$ cat src/rtl/evt_timer_pkg.sv
package evt_timer_pkg;
  localparam int DW = 32;

  // global word offsets; counter halves must be adjacent
  localparam int OFS_ID     = 0;
  localparam int OFS_PERIOD = 1;
  localparam int OFS_GCFG   = 2;
  localparam int OFS_STAT   = 3;
  localparam int OFS_CNT_LO = 4;
  localparam int OFS_CNT_HI = 5;
  localparam int CH_BASE    = 8;
  localparam int CH_STRIDE  = 4;

  localparam int SUB_CFG   = 0;
  localparam int SUB_CMP   = 1;
  localparam int SUB_MDATA = 2;
  localparam int SUB_MADDR = 3;

  // channel control bits
  localparam int B_EN   = 0;
  localparam int B_PER  = 1;
  localparam int B_LVL  = 2;
  localparam int B_SET  = 3;
  localparam int B_W32  = 4;
  localparam int B_MSG  = 5;
  localparam int B_PCAP = 8;
  localparam int B_MCAP = 9;

  typedef struct packed {
    logic en;
    logic per;
    logic lvl;
    logic w32;
    logic msg;
  } ch_cfg_t;

  typedef enum logic {POST_CMP = 1'b0, POST_PER = 1'b1} post_kind_e;
endpackage

$ cat src/rtl/evt_counter.sv
module evt_counter #(
  parameter int HALF_W = 32,
  localparam int CNT_W = 2 * HALF_W
) (
  input  logic              clk_i,
  input  logic              rst_ni,
  input  logic              run_i,
  input  logic              wr_lo_i,
  input  logic              wr_hi_i,
  input  logic [HALF_W-1:0] wdata_i,
  output logic [CNT_W-1:0]  cnt_o
);
  logic [CNT_W-1:0] cnt_q, cnt_d;

  always_comb begin
    cnt_d = cnt_q;
    if (wr_lo_i || wr_hi_i) begin
      if (wr_lo_i) cnt_d[HALF_W-1:0]     = wdata_i;
      if (wr_hi_i) cnt_d[CNT_W-1:HALF_W] = wdata_i;
    end else if (run_i) begin
      cnt_d = cnt_q + 1'b1;
    end
  end

  always_ff @(posedge clk_i or negedge rst_ni)
    if (!rst_ni) cnt_q <= '0;
    else         cnt_q <= cnt_d;

  assign cnt_o = cnt_q;

  assert_cnt_frozen_R2: assert property (@(posedge clk_i) disable iff (!rst_ni)
    (!run_i && !wr_lo_i && !wr_hi_i) |=> $stable(cnt_q));
  assert_cnt_step_R2: assert property (@(posedge clk_i) disable iff (!rst_ni)
    (run_i && !wr_lo_i && !wr_hi_i) |=> (cnt_q == $past(cnt_q) + 1'b1));
endmodule

$ cat src/rtl/evt_channel.sv
module evt_channel
  import evt_timer_pkg::*;
#(
  parameter bit PER_CAP = 1'b1,
  parameter bit MSG_CAP = 1'b1
) (
  input  logic            clk_i,
  input  logic            rst_ni,
  input  logic [2*DW-1:0] cnt_i,
  input  logic            run_i,
  input  logic            cfg_we_i,
  input  logic            cmp_we_i,
  input  logic            mdata_we_i,
  input  logic            maddr_we_i,
  input  logic [DW-1:0]   wdata_i,
  input  logic            stat_clr_i,
  output logic [DW-1:0]   cfg_o,
  output logic [DW-1:0]   cmp_o,
  output logic [DW-1:0]   mdata_o,
  output logic [DW-1:0]   maddr_o,
  output logic            irq_o,
  output logic            stat_o,
  output logic            msg_vld_o
);
  ch_cfg_t     cfg_q;
  logic        arm_q;
  logic [DW-1:0] cmp_q, per_q, mdata_q, maddr_q;
  logic        p1_vld, p2_vld;
  logic [DW-1:0] p1_data, p2_data;
  post_kind_e  p1_kind, p2_kind;
  logic        hi_zero, lo_eq, hit, fire;
  logic        pulse_q, stat_q, msg_q;
  logic        post_cmp, post_per;

  // control word and set-value arming
  always_ff @(posedge clk_i or negedge rst_ni)
    if (!rst_ni) begin
      cfg_q <= '0;
      arm_q <= 1'b0;
    end else if (cfg_we_i) begin
      cfg_q.en  <= wdata_i[B_EN];
      cfg_q.per <= wdata_i[B_PER] & PER_CAP;
      cfg_q.lvl <= wdata_i[B_LVL];
      cfg_q.w32 <= wdata_i[B_W32];
      cfg_q.msg <= wdata_i[B_MSG] & MSG_CAP;
      if (wdata_i[B_SET]) arm_q <= 1'b1;
    end else if (cmp_we_i) begin
      arm_q <= 1'b0;
    end

  // two-stage posting of comparator writes; target decided at accept time
  always_ff @(posedge clk_i or negedge rst_ni)
    if (!rst_ni) begin
      p1_vld  <= 1'b0;
      p2_vld  <= 1'b0;
      p1_data <= '0;
      p2_data <= '0;
      p1_kind <= POST_CMP;
      p2_kind <= POST_CMP;
    end else begin
      p1_vld  <= cmp_we_i;
      p1_data <= wdata_i;
      p1_kind <= (arm_q || !cfg_q.per) ? POST_CMP : POST_PER;
      p2_vld  <= p1_vld;
      p2_data <= p1_data;
      p2_kind <= p1_kind;
    end

  assign post_cmp = p2_vld && (p2_kind == POST_CMP);
  assign post_per = p2_vld && (p2_kind == POST_PER);

  // pure equality match, wraps with the counter
  assign hi_zero = (cnt_i[2*DW-1:DW] == '0);
  assign lo_eq   = (cnt_i[DW-1:0] == cmp_q);
  assign hit     = lo_eq && (cfg_q.w32 || hi_zero);
  assign fire    = cfg_q.en && run_i && hit;

  always_ff @(posedge clk_i or negedge rst_ni)
    if (!rst_ni) begin
      cmp_q <= '0;
      per_q <= '0;
    end else begin
      if (post_cmp)                  cmp_q <= p2_data;
      else if (fire && cfg_q.per)    cmp_q <= cmp_q + per_q;
      if (post_per)                  per_q <= p2_data;
    end

  always_ff @(posedge clk_i or negedge rst_ni)
    if (!rst_ni) begin
      mdata_q <= '0;
      maddr_q <= '0;
    end else begin
      if (mdata_we_i) mdata_q <= wdata_i;
      if (maddr_we_i) maddr_q <= wdata_i;
    end

  // event delivery
  always_ff @(posedge clk_i or negedge rst_ni)
    if (!rst_ni) begin
      pulse_q <= 1'b0;
      stat_q  <= 1'b0;
      msg_q   <= 1'b0;
    end else begin
      pulse_q <= fire && !cfg_q.lvl && !cfg_q.msg;
      msg_q   <= fire && cfg_q.msg;
      if (fire && cfg_q.lvl && !cfg_q.msg) stat_q <= 1'b1;
      else if (stat_clr_i)                 stat_q <= 1'b0;
    end

  always_comb begin
    cfg_o         = '0;
    cfg_o[B_EN]   = cfg_q.en;
    cfg_o[B_PER]  = cfg_q.per;
    cfg_o[B_LVL]  = cfg_q.lvl;
    cfg_o[B_W32]  = cfg_q.w32;
    cfg_o[B_MSG]  = cfg_q.msg;
    cfg_o[B_PCAP] = PER_CAP;
    cfg_o[B_MCAP] = MSG_CAP;
  end

  assign cmp_o     = cmp_q;
  assign mdata_o   = mdata_q;
  assign maddr_o   = maddr_q;
  assign irq_o     = pulse_q | stat_q;
  assign stat_o    = stat_q;
  assign msg_vld_o = msg_q;

  assert_edge_pulse_R4: assert property (@(posedge clk_i) disable iff (!rst_ni)
    (fire && !cfg_q.lvl && !cfg_q.msg) |=> irq_o);
  assert_periodic_add_R7: assert property (@(posedge clk_i) disable iff (!rst_ni)
    (fire && cfg_q.per && !post_cmp) |=> (cmp_q == $past(cmp_q + per_q)));
  assert_level_hold_R8: assert property (@(posedge clk_i) disable iff (!rst_ni)
    (stat_q && !stat_clr_i) |=> stat_q);
  assert_msg_only_R11: assert property (@(posedge clk_i) disable iff (!rst_ni)
    (fire && cfg_q.msg) |=> (msg_vld_o && !irq_o));
  assert_post_delay_R12: assert property (@(posedge clk_i) disable iff (!rst_ni)
    post_cmp |=> (cmp_q == $past(p2_data)));
endmodule

$ cat src/rtl/evt_timer_top.sv
// N_CH must be at least 2 (legacy lines) and fit the word address space.
module evt_timer_top
  import evt_timer_pkg::*;
#(
  parameter int              N_CH       = 3,
  parameter int              ADDR_W     = 6,
  parameter logic [DW-1:0]   PERIOD_FS  = 32'd69841279,
  parameter bit              LEGACY_CAP = 1'b1,
  parameter logic [N_CH-1:0] PER_CAP    = '1,
  parameter logic [N_CH-1:0] MSG_CAP    = '1
) (
  input  logic               clk_i,
  input  logic               rst_ni,
  input  logic               req_i,
  input  logic               we_i,
  input  logic [ADDR_W-1:0]  addr_i,
  input  logic [DW-1:0]      wdata_i,
  output logic [DW-1:0]      rdata_o,
  output logic [N_CH-1:0]    irq_o,
  output logic [1:0]         legacy_o,
  output logic [N_CH-1:0]    msg_vld_o,
  output logic [N_CH*DW-1:0] msg_addr_o,
  output logic [N_CH*DW-1:0] msg_data_o
);
  localparam int N_LEG = 2;

  logic            wr;
  logic            run_q, leg_q;
  logic [2*DW-1:0] cnt;
  logic [N_CH-1:0] ch_irq, ch_stat, stat_clr;
  logic [DW-1:0]   ch_cfg   [N_CH];
  logic [DW-1:0]   ch_cmp   [N_CH];
  logic [DW-1:0]   ch_mdata [N_CH];
  logic [DW-1:0]   ch_maddr [N_CH];
  logic [DW-1:0]   id_word;

  assign wr = req_i && we_i;
  assign id_word = {{(DW-9){1'b0}}, LEGACY_CAP, 3'b000, 5'(N_CH - 1)};

  always_ff @(posedge clk_i or negedge rst_ni)
    if (!rst_ni) begin
      run_q <= 1'b0;
      leg_q <= 1'b0;
    end else if (wr && addr_i == ADDR_W'(OFS_GCFG)) begin
      run_q <= wdata_i[0];
      leg_q <= wdata_i[1] & LEGACY_CAP;
    end

  assign stat_clr = (wr && addr_i == ADDR_W'(OFS_STAT)) ? wdata_i[N_CH-1:0] : '0;

  evt_counter #(.HALF_W(DW)) i_counter (
    .clk_i   (clk_i),
    .rst_ni  (rst_ni),
    .run_i   (run_q),
    .wr_lo_i (wr && addr_i == ADDR_W'(OFS_CNT_LO)),
    .wr_hi_i (wr && addr_i == ADDR_W'(OFS_CNT_HI)),
    .wdata_i (wdata_i),
    .cnt_o   (cnt)
  );

  for (genvar i = 0; i < N_CH; i++) begin : g_ch
    localparam int CB = CH_BASE + CH_STRIDE * i;

    evt_channel #(.PER_CAP(PER_CAP[i]), .MSG_CAP(MSG_CAP[i])) i_channel (
      .clk_i      (clk_i),
      .rst_ni     (rst_ni),
      .cnt_i      (cnt),
      .run_i      (run_q),
      .cfg_we_i   (wr && addr_i == ADDR_W'(CB + SUB_CFG)),
      .cmp_we_i   (wr && addr_i == ADDR_W'(CB + SUB_CMP)),
      .mdata_we_i (wr && addr_i == ADDR_W'(CB + SUB_MDATA)),
      .maddr_we_i (wr && addr_i == ADDR_W'(CB + SUB_MADDR)),
      .wdata_i    (wdata_i),
      .stat_clr_i (stat_clr[i]),
      .cfg_o      (ch_cfg[i]),
      .cmp_o      (ch_cmp[i]),
      .mdata_o    (ch_mdata[i]),
      .maddr_o    (ch_maddr[i]),
      .irq_o      (ch_irq[i]),
      .stat_o     (ch_stat[i]),
      .msg_vld_o  (msg_vld_o[i])
    );

    assign msg_addr_o[i*DW +: DW] = ch_maddr[i];
    assign msg_data_o[i*DW +: DW] = ch_mdata[i];

    if (i < N_LEG) begin : g_leg
      assign irq_o[i]    = ch_irq[i] & ~leg_q;
      assign legacy_o[i] = ch_irq[i] & leg_q;
    end else begin : g_plain
      assign irq_o[i] = ch_irq[i];
    end
  end

  always_comb begin
    rdata_o = '0;
    case (addr_i)
      ADDR_W'(OFS_ID):     rdata_o = id_word;
      ADDR_W'(OFS_PERIOD): rdata_o = PERIOD_FS;
      ADDR_W'(OFS_GCFG):   rdata_o = {{(DW-2){1'b0}}, leg_q, run_q};
      ADDR_W'(OFS_STAT):   rdata_o = DW'(ch_stat);
      ADDR_W'(OFS_CNT_LO): rdata_o = cnt[DW-1:0];
      ADDR_W'(OFS_CNT_HI): rdata_o = cnt[2*DW-1:DW];
      default: begin
        for (int i = 0; i < N_CH; i++) begin
          if (addr_i == ADDR_W'(CH_BASE + CH_STRIDE*i + SUB_CFG))   rdata_o = ch_cfg[i];
          if (addr_i == ADDR_W'(CH_BASE + CH_STRIDE*i + SUB_CMP))   rdata_o = ch_cmp[i];
          if (addr_i == ADDR_W'(CH_BASE + CH_STRIDE*i + SUB_MDATA)) rdata_o = ch_mdata[i];
          if (addr_i == ADDR_W'(CH_BASE + CH_STRIDE*i + SUB_MADDR)) rdata_o = ch_maddr[i];
        end
      end
    endcase
  end

  assert_cnt_lo_write_R3: assert property (@(posedge clk_i) disable iff (!rst_ni)
    (wr && addr_i == ADDR_W'(OFS_CNT_LO)) |=> (cnt[DW-1:0] == $past(wdata_i)));
  assert_legacy_route_R10: assert property (@(posedge clk_i) disable iff (!rst_ni)
    (leg_q && ch_irq[0]) |-> (legacy_o[0] && !irq_o[0]));
endmodule

$ cat config.mk
export PLATFORM = sky130hd
export DESIGN_NAME = evt_timer_top
export DESIGN_NICKNAME = d
export VERILOG_FILES = /design/src/rtl/evt_timer_pkg.sv /design/src/rtl/evt_counter.sv /design/src/rtl/evt_channel.sv /design/src/rtl/evt_timer_top.sv
export SDC_FILE = /design/constraint.sdc
export NUM_CORES = 1
export LEC_CHECK = 0
export BUFFER_PORTS_ARGS = -buffer_cell sky130_fd_sc_hd__buf_2
export CAP_MARGIN = 10
export CORE_UTILIZATION = 40
export DETAILED_ROUTE_END_ITERATION = 12
export GPL_TIMING_DRIVEN = 0
export PLACE_DENSITY = 0.61
export SETUP_SLACK_MARGIN = 0.3
export SYNTH_ARGS = -nofsm -noshare
export SYNTH_HDL_FRONTEND = slang
export SYNTH_SLANG_ARGS = --single-unit
$ cat constraint.sdc
create_clock -name clk_i -period 3.61 [get_ports clk_i]
set_input_delay 0.1805 -clock clk_i [delete_from_list [all_inputs] [get_ports clk_i]]
set_output_delay 0.1805 -clock clk_i [all_outputs]
set_load 0.01 [all_outputs]
==> metrics.cfg, run 1 <==
[synthesis]
synth-edff-count=0
netlist_instances=3061
synth_area_leaders=dfrtp_1, mux2_2, xnor2_1
synth-async-reset-ratio_pct=100.0
synth-compound-area-share_pct=16.86
yosys.area_share.adder_pct=4.030
synth_area_per_cell_um2=10.02
yosys.area_share.simple_pct=13.19
syn-num-nets=3200
synthMuxAreaShare_pct=12.93
synth_top_family_by_area=compound AO/OA/AOI/OAI gates
yosys.area.top_type=dfrtp_1
yosys.area.top_type_share_pct=45.12
synthesis.area_mm2=0.03067
synth.yosys.seq_area_share_pct=45.12
synthXorXnorAreaFrac_pct=4.711
yosysWarnings=0
synth_cell_types=84
ys_ff_latch=553
yosys_most_used_dff=dfrtp_1

[cts]
clk_path_buf_depth=3
numCtsBuffers=67
clk_latency_ps=620
clkSinkCount=553
root_buffer=clkbuf_16
h-tree-depth=3
cts_tree=built
clk_pin_slew_ps=60

[global_route]
antenna_found_initial=4
grt_max_degree=115
grt-ovfl-total=0
grt_pass1_vias=27102
grt_first_pass_wirelength_um=188300
global_route.usage.total_pct=33.41

[route]
vias=28003
initialDrtViolationCount=2956
drc=0
wl_per_cell_um=28.91
ant_nets=0
wl_um=131800
viasPerCell=6.141
first_pass_iters=6

[critical_path]
worstPathArrival_ps=3120
startpoint_type=input pin
rr_worst_depth=9
critPathCaptureType=primary output
cp_max_fo=10
crit_type=input pin to primary output
cp.required_ps=3430

[timing]
setup_viol_count_final=0
fin_crit_sh_pct=91.54
worst_pin_slew_ps=1248
final-hold-violation-count=0
fin_tns_setup_ps=0
skew_ps=31.99
maxSlewViolCount=0
max_slew_margin_pct=16.80
fmax_mhz=302.6
fin_ws_ps=305.5
fin_crit_ps=3304
rsz0062_at_grt=yes

[power]
p_total_w=0.01681
ir_drop_v=0.0003953
cellPowerDensity_mw_per_mm2=453.6
power.leakage_nw=17.48

[placed_design]
gp_congestion=1.042
dp_hpwl_um=100700
pre_cts_slack_ps=-973.4
io_buffers=270

[floorplan]
die_h_um=278.9
core_area_mm2=0.07595
initial_core_util_pct=40.39
rows=101
ios=274
fp.dieArea_mm2=0.07779
die_x_um=278.9

[finish]
drive_above_1_share_pct=26.60
layout_common_cells=dfrtp_1, mux2_2, nand2_1, buf_2, a21oi_1
diodes=0
final_nets=3617
layout_commonest_cell=dfrtp_1
syn2layout_area_growth_pct=20.85

[min_path]
min_path_type=input pin to async pin

[run_status]
outcome=finished, final reports clean

[run]
maxCapViolCount=0

[cell families (layout without fill, tap and decap cells)]
kind of cell             after synthesis  after routing
AO/OA/AOI/OAI                        805            805
multiplexers                         356            356
flip-flops                           553            553
adder cells (fa/ha/maj)               97             97
AND/OR/NAND/NOR                      847            847
XOR/XNOR                             165            165
buffers and inverters                238            707
[cell usage after synthesis (9+ instances only)]
cell / count
or2_2: 11
xnor2_1: 140
o31ai_1: 12
ha_1: 94
a222oi_1: 28
buf_2: 30
a31oi_1: 44
a22o_1: 14
mux2i_1: 34
or3_1: 16
a221oi_1: 45
o211ai_1: 19
mux2_2: 322
xor2_1: 25
nand4_1: 48
nor2b_1: 18
o21ai_0: 183
a22oi_1: 40
clkbuf_1: 134
inv_1: 45
nor4_1: 22
a21oi_1: 235
and3_1: 23
a211oi_1: 14
and2_1: 9
nor2_1: 194
nor3_1: 46
nand2b_1: 20
dfrtp_1: 553
buf_1: 22
nand3_1: 74
o21a_1: 19
a21o_1: 36
nand2_1: 310
o22ai_1: 28
[registers in the layout, indices dropped and copies added (netlist names), 15 cells and up]
register                count
g_ch.i_channel.cfg_o       15
i_counter.cnt_o            64
g_ch.i_channel.per_q       96
g_ch.i_channel.maddr_o     96
g_ch.i_channel.cmp_o       96
g_ch.i_channel.mdata_o     96
g_ch.i_channel.p2_data     32
g_ch.i_channel.p1_data     32
[metrics by stage]
step	std cells	hold WS (ps)	cell area (um^2)	util, %
2_1_floorplan	3061	-115.1	30670	-
3_3_place_gp	4361	311.4	33310	43.86
3_5_place_dp	4368	229.9	33480	44.09
4_1_cts	4532	174.2	36530	48.10
5_1_grt	4560	216.1	37070	48.81
6_report	4560	164.0	37070	48.81
[power by group]
part,leakage [nW],internal (W),switching (W)
combinational,8.98,0.000927,0.00148
clock,1.12,0.00435,0.00287
sequential,7.38,0.00660,0.000584
total,17.5,0.0119,0.00493
[layer usage]
metal / vias to the layer above / part of all wire (%) / GRT usage, %
li1: 12100 / - / -
met1: 13997 / 40 / 44.04
met2: 1490 / 45 / 51.83
met3: 410 / 7.9 / 5.380
met4: 6 / 6.7 / 19.84
met5: - / 0.035 / 0
[area by class of cell]
| class | count | area (um^2) |
|---|---|---|
| clock buffers | 89 | 1851 |
| repair buffers | 348 | 2147 |
| multi-input cells | 2270 | 16380 |
| plain buffers | 193 | 904.6 |
| clock inverters | 32 | 475.5 |
| flip-flops and latches | 553 | 13860 |
| fillers | 7225 | 38880 |
| inverters | 45 | 168.9 |
| well taps | 1030 | 1289 |
[critical path: stages]
cell and delay (ps):
clkbuf_1 330, clkbuf_1 460, a211o_1 470, clkbuf_1 780, o21ai_0 290, a31oi_1 250
a221o_1 200, buf_2 150
[worst paths after layout]
| kind | slack (ps) | start | end |
|---|---|---|---|
| max | 310 | addr_i[1] | rdata_o[25] |
| min | 160 | rst_ni | g_ch[1].i_channel.maddr_o[17]$_DFFE_PN0P_ |
| max reg2reg | 320 | i_counter.cnt_o[52]$_DFFE_PN0P_ | g_ch[0].i_channel.cmp_o[26]$_DFFE_PN0P_ |
| min reg2reg | 340 | g_ch[2].i_channel.p1_data[29]$_DFF_PN0_ | g_ch[0].i_channel.p2_data[29]$_DFF_PN0_ |
| max in group asynchronous | 1990 | rst_ni | g_ch[2].i_channel.cmp_o[0]$_DFFE_PN0P_ |
| min in group clk_i | 250 | wdata_i[5] | g_ch[2].i_channel.p1_data[5]$_DFF_PN0_ |
[what timing repair did]
action | in CTS | in global routing
hold endpoints to repair | 153 | 0
pin swaps | 13 | 35
endpoints found under the setup margin | 174 | 113
gates resized for setup | 86 | 100
hold buffers | 33 | 0
buffers inserted | 10 | 28
Note: power is estimated with default switching activity, not from simulation.
==> inputs of run 2 (changes only) <==
- clock period: 3.61 -> 4.1 ns (I/O delays scaled with it)
==> run 2 against run 1 <==
Utilization is 1.0 points lower; critical endpoint is now rdata_o[14]; sequential cell count is the same; sequential power decreased by 12%; worst hold slack improved by 7.3 ps; largest power group unchanged; first-iteration DRC count grew 0.47%.
==> metrics.cfg, run 2 (synthesized netlist as in run 1, its figures left out) <==
[timing]
rsz0062_at_grt=yes
fmax_mhz=261.0
final-hold-violation-count=0  ; unchanged
fin_tns_setup_ps=0  ; unchanged
fin_crit_ps=3832
setup_viol_count_final=0  ; unchanged
maxSlewViolCount=0  ; unchanged
worst_pin_slew_ps=1266  ; +18.15 ps
fin_crit_sh_pct=93.47
max_slew_margin_pct=15.59  ; -1.2 points
skew_ps=29.61  ; -2.378 ps

[power]
p_switching_w=0.004330  ; -12%
comb_power_share_pct=14.0  ; -0.3 points
intPower_w=0.01043  ; -12%
ir_drop_v=0.0003476  ; -12%
p_total_w=0.01476  ; -12%
clkPwrFrac_pct=43.1  ; about the same
power_frac_seq_pct=42.9  ; +0.2 points
switching_share_pct=29.35  ; about the same
power.leakage_nw=17.12  ; -2.0%
cellPowerDensity_mw_per_mm2=406.7  ; -10%

[cts]
clk_pin_slew_ps=60  ; about the same
clk_path_buf_depth=3  ; unchanged
h-tree-depth=3  ; unchanged
clk_latency_ps=630  ; about the same
clkSinkCount=553  ; unchanged
numCtsBuffers=67  ; unchanged
cts_tree=built
root_buffer=clkbuf_16

[finish]
layout_common_cells=dfrtp_1, mux2_2, nand2_1, buf_2, a21oi_1
fill_cells=7293  ; +0.94%
final_nets=3580  ; -1.0%
drive_above_1_share_pct=23.10  ; -3.5 points
finalNonFillerCells=4524  ; -0.79%
layout_commonest_cell=dfrtp_1
multiInputGateArea_mm2=0.01596  ; -2.5%
syn2layout_area_growth_pct=18.29
register_area_mm2=0.01384  ; -0.13%
fin_area_mm2=0.03628  ; -2.1%

[min_path]
min_path_type=input pin to async pin

[global_route]
global_route.usage.total_pct=33.35  ; -0.060 points
grt-busiest-layer=met2
grt_first_pass_wirelength_um=187700  ; -0.31%
met2_usage_pct=51.89  ; +0.058 points
grt_max_degree=115  ; unchanged
grt_pass1_vias=26926  ; -0.65%
grtUsageMet1_pct=43.97  ; -0.064 points
grt-ovfl-total=0  ; unchanged
grt_use_met3_pct=5.882  ; +0.50 points
antenna_found_initial=2  ; -2

[route]
drc=0  ; unchanged
vias=27706  ; -1.1%
wl_per_cell_um=29.01  ; +0.35%
initialDrtViolationCount=2970  ; +0.47%
viasPerCell=6.124  ; -0.27%
wl_um=131200  ; -0.44%
first_pass_iters=9  ; +3
ant_nets=0  ; unchanged

[critical_path]
cp.buffers_inverters=5  ; +1
path_depth=11  ; +3
crit_family=buffers and inverters
rr_worst_depth=9  ; unchanged
cp.required_ps=3890  ; +460 ps
r2r_setup_slack_ps=360  ; +40 ps
crit_type=input pin to primary output
crit_slowest_cell=clkdlybuf4s15_1
cp_max_fo=10  ; unchanged
startpoint_type=input pin
slowest_delay_ps=890  ; +110 ps
worstPathArrival_ps=3630  ; +510 ps
crit_chain=buf_2 -> clkbuf_1 -> or3b_2 -> nor2_2 -> buf_8 -> clkdlybuf4s15_1 -> a22oi_1 -> nand2_1 -> a221oi_1 -> nand2_1 -> buf_2
critPathCaptureType=primary output

[floorplan]
initial_core_util_pct=40.39  ; unchanged
die_x_um=278.9  ; unchanged
ios=274  ; unchanged
core_area_mm2=0.07595  ; unchanged
die_h_um=278.9  ; unchanged
fp.dieArea_mm2=0.07779  ; unchanged
rows=101  ; unchanged

[placed_design]
gp_congestion=1.042  ; unchanged
io_buffers=270  ; unchanged
placed_cell_area_mm2=0.03348  ; unchanged
dp_hpwl_um=100700  ; unchanged
dp.cells=4368  ; unchanged

[run]
maxCapViolCount=0  ; unchanged

[run_status]
outcome=finished, final reports clean

[run 2: final timing paths]
kind                                                          from                                      end
max                                                      addr_i[3]                              rdata_o[14]
min                                                         rst_ni          i_counter.cnt_o[56]$_DFFE_PN0P_
max reg2reg                         i_counter.cnt_o[2]$_DFFE_PN0P_          i_counter.cnt_o[46]$_DFFE_PN0P_
min reg2reg                g_ch[2].i_channel.p1_data[29]$_DFF_PN0_  g_ch[0].i_channel.p2_data[29]$_DFF_PN0_
max in group asynchronous                                   rst_ni   g_ch[2].i_channel.per_q[1]$_DFFE_PN0P_
min in group clk_i                                      wdata_i[5]   g_ch[2].i_channel.p1_data[5]$_DFF_PN0_
[run 2: layout make-up]
class / instances / share of cell area, %
Multi-Input combinational cell: 2270 / 44.00
Inverter: 45 / 0.4655
Antenna cell: 1 / 0.006897
Clock buffer: 89 / 5.100
Sequential cell: 553 / 38.14
Buffer: 193 / 2.310
Timing Repair Buffer: 311 / 5.117
Tap cell: 1030 / 3.552
Clock inverter: 32 / 1.310
[run 2: repair_timing]
| action | 4_1_cts | 5_1_grt |
|---|---|---|
| setup endpoints to repair | 40 | 51 |
| hold buffers | 33 | 0 |
| setup buffers | 1 | 0 |
| endpoints found under the hold margin | 137 | 0 |
| pin swaps | 1 | 2 |
| resized for setup | 15 | 26 |
[run 2: through the flow]
| stage | util [%] | hold slack, ps | worst slack, ps |
|---|---|---|---|
| floorplan | - | -90.59 | 1165 |
| global placement | 43.86 | 331.5 | -8971 |
| detailed placement | 44.09 | 254.4 | -532.4 |
| CTS | 47.66 | 198.7 | 292.5 |
| global route | 47.77 | 225.1 | 288.2 |
| finish | 47.77 | 171.3 | 267.9 |
[run 2: layer usage]
metal | wire, um | vias to the layer above
met4 | 8473 | 0
li1 | - | 12035
met5 | 0 | -
met2 | 58960 | 1416
met3 | 10590 | 385
met1 | 53220 | 13870
[run 2: power by group through the flow]
| stage | Clock (W) | Combinational (W) | Sequential (W) |
|---|---|---|---|
| 2_1_floorplan | 0 | 0.00108 | 0.00622 |
| 3_3_place_gp | 0 | 0.00196 | 0.00639 |
| 3_5_place_dp | 0 | 0.00199 | 0.00639 |
| 4_1_cts | 0.00642 | 0.00202 | 0.00629 |
| 5_1_grt | 0.00664 | 0.00219 | 0.00634 |
| 6_report | 0.00637 | 0.00206 | 0.00633 |
[run 2: worst register-to-register path: stages, from the launching register on]
cell and delay [ps]:
dfrtp_1 310, buf_2 270, nand3_1 200, or4_1 720, nor4_2 700, nand4_1 500
nor3_1 490, a41o_1 260, a21oi_1 80, a21oi_1 140
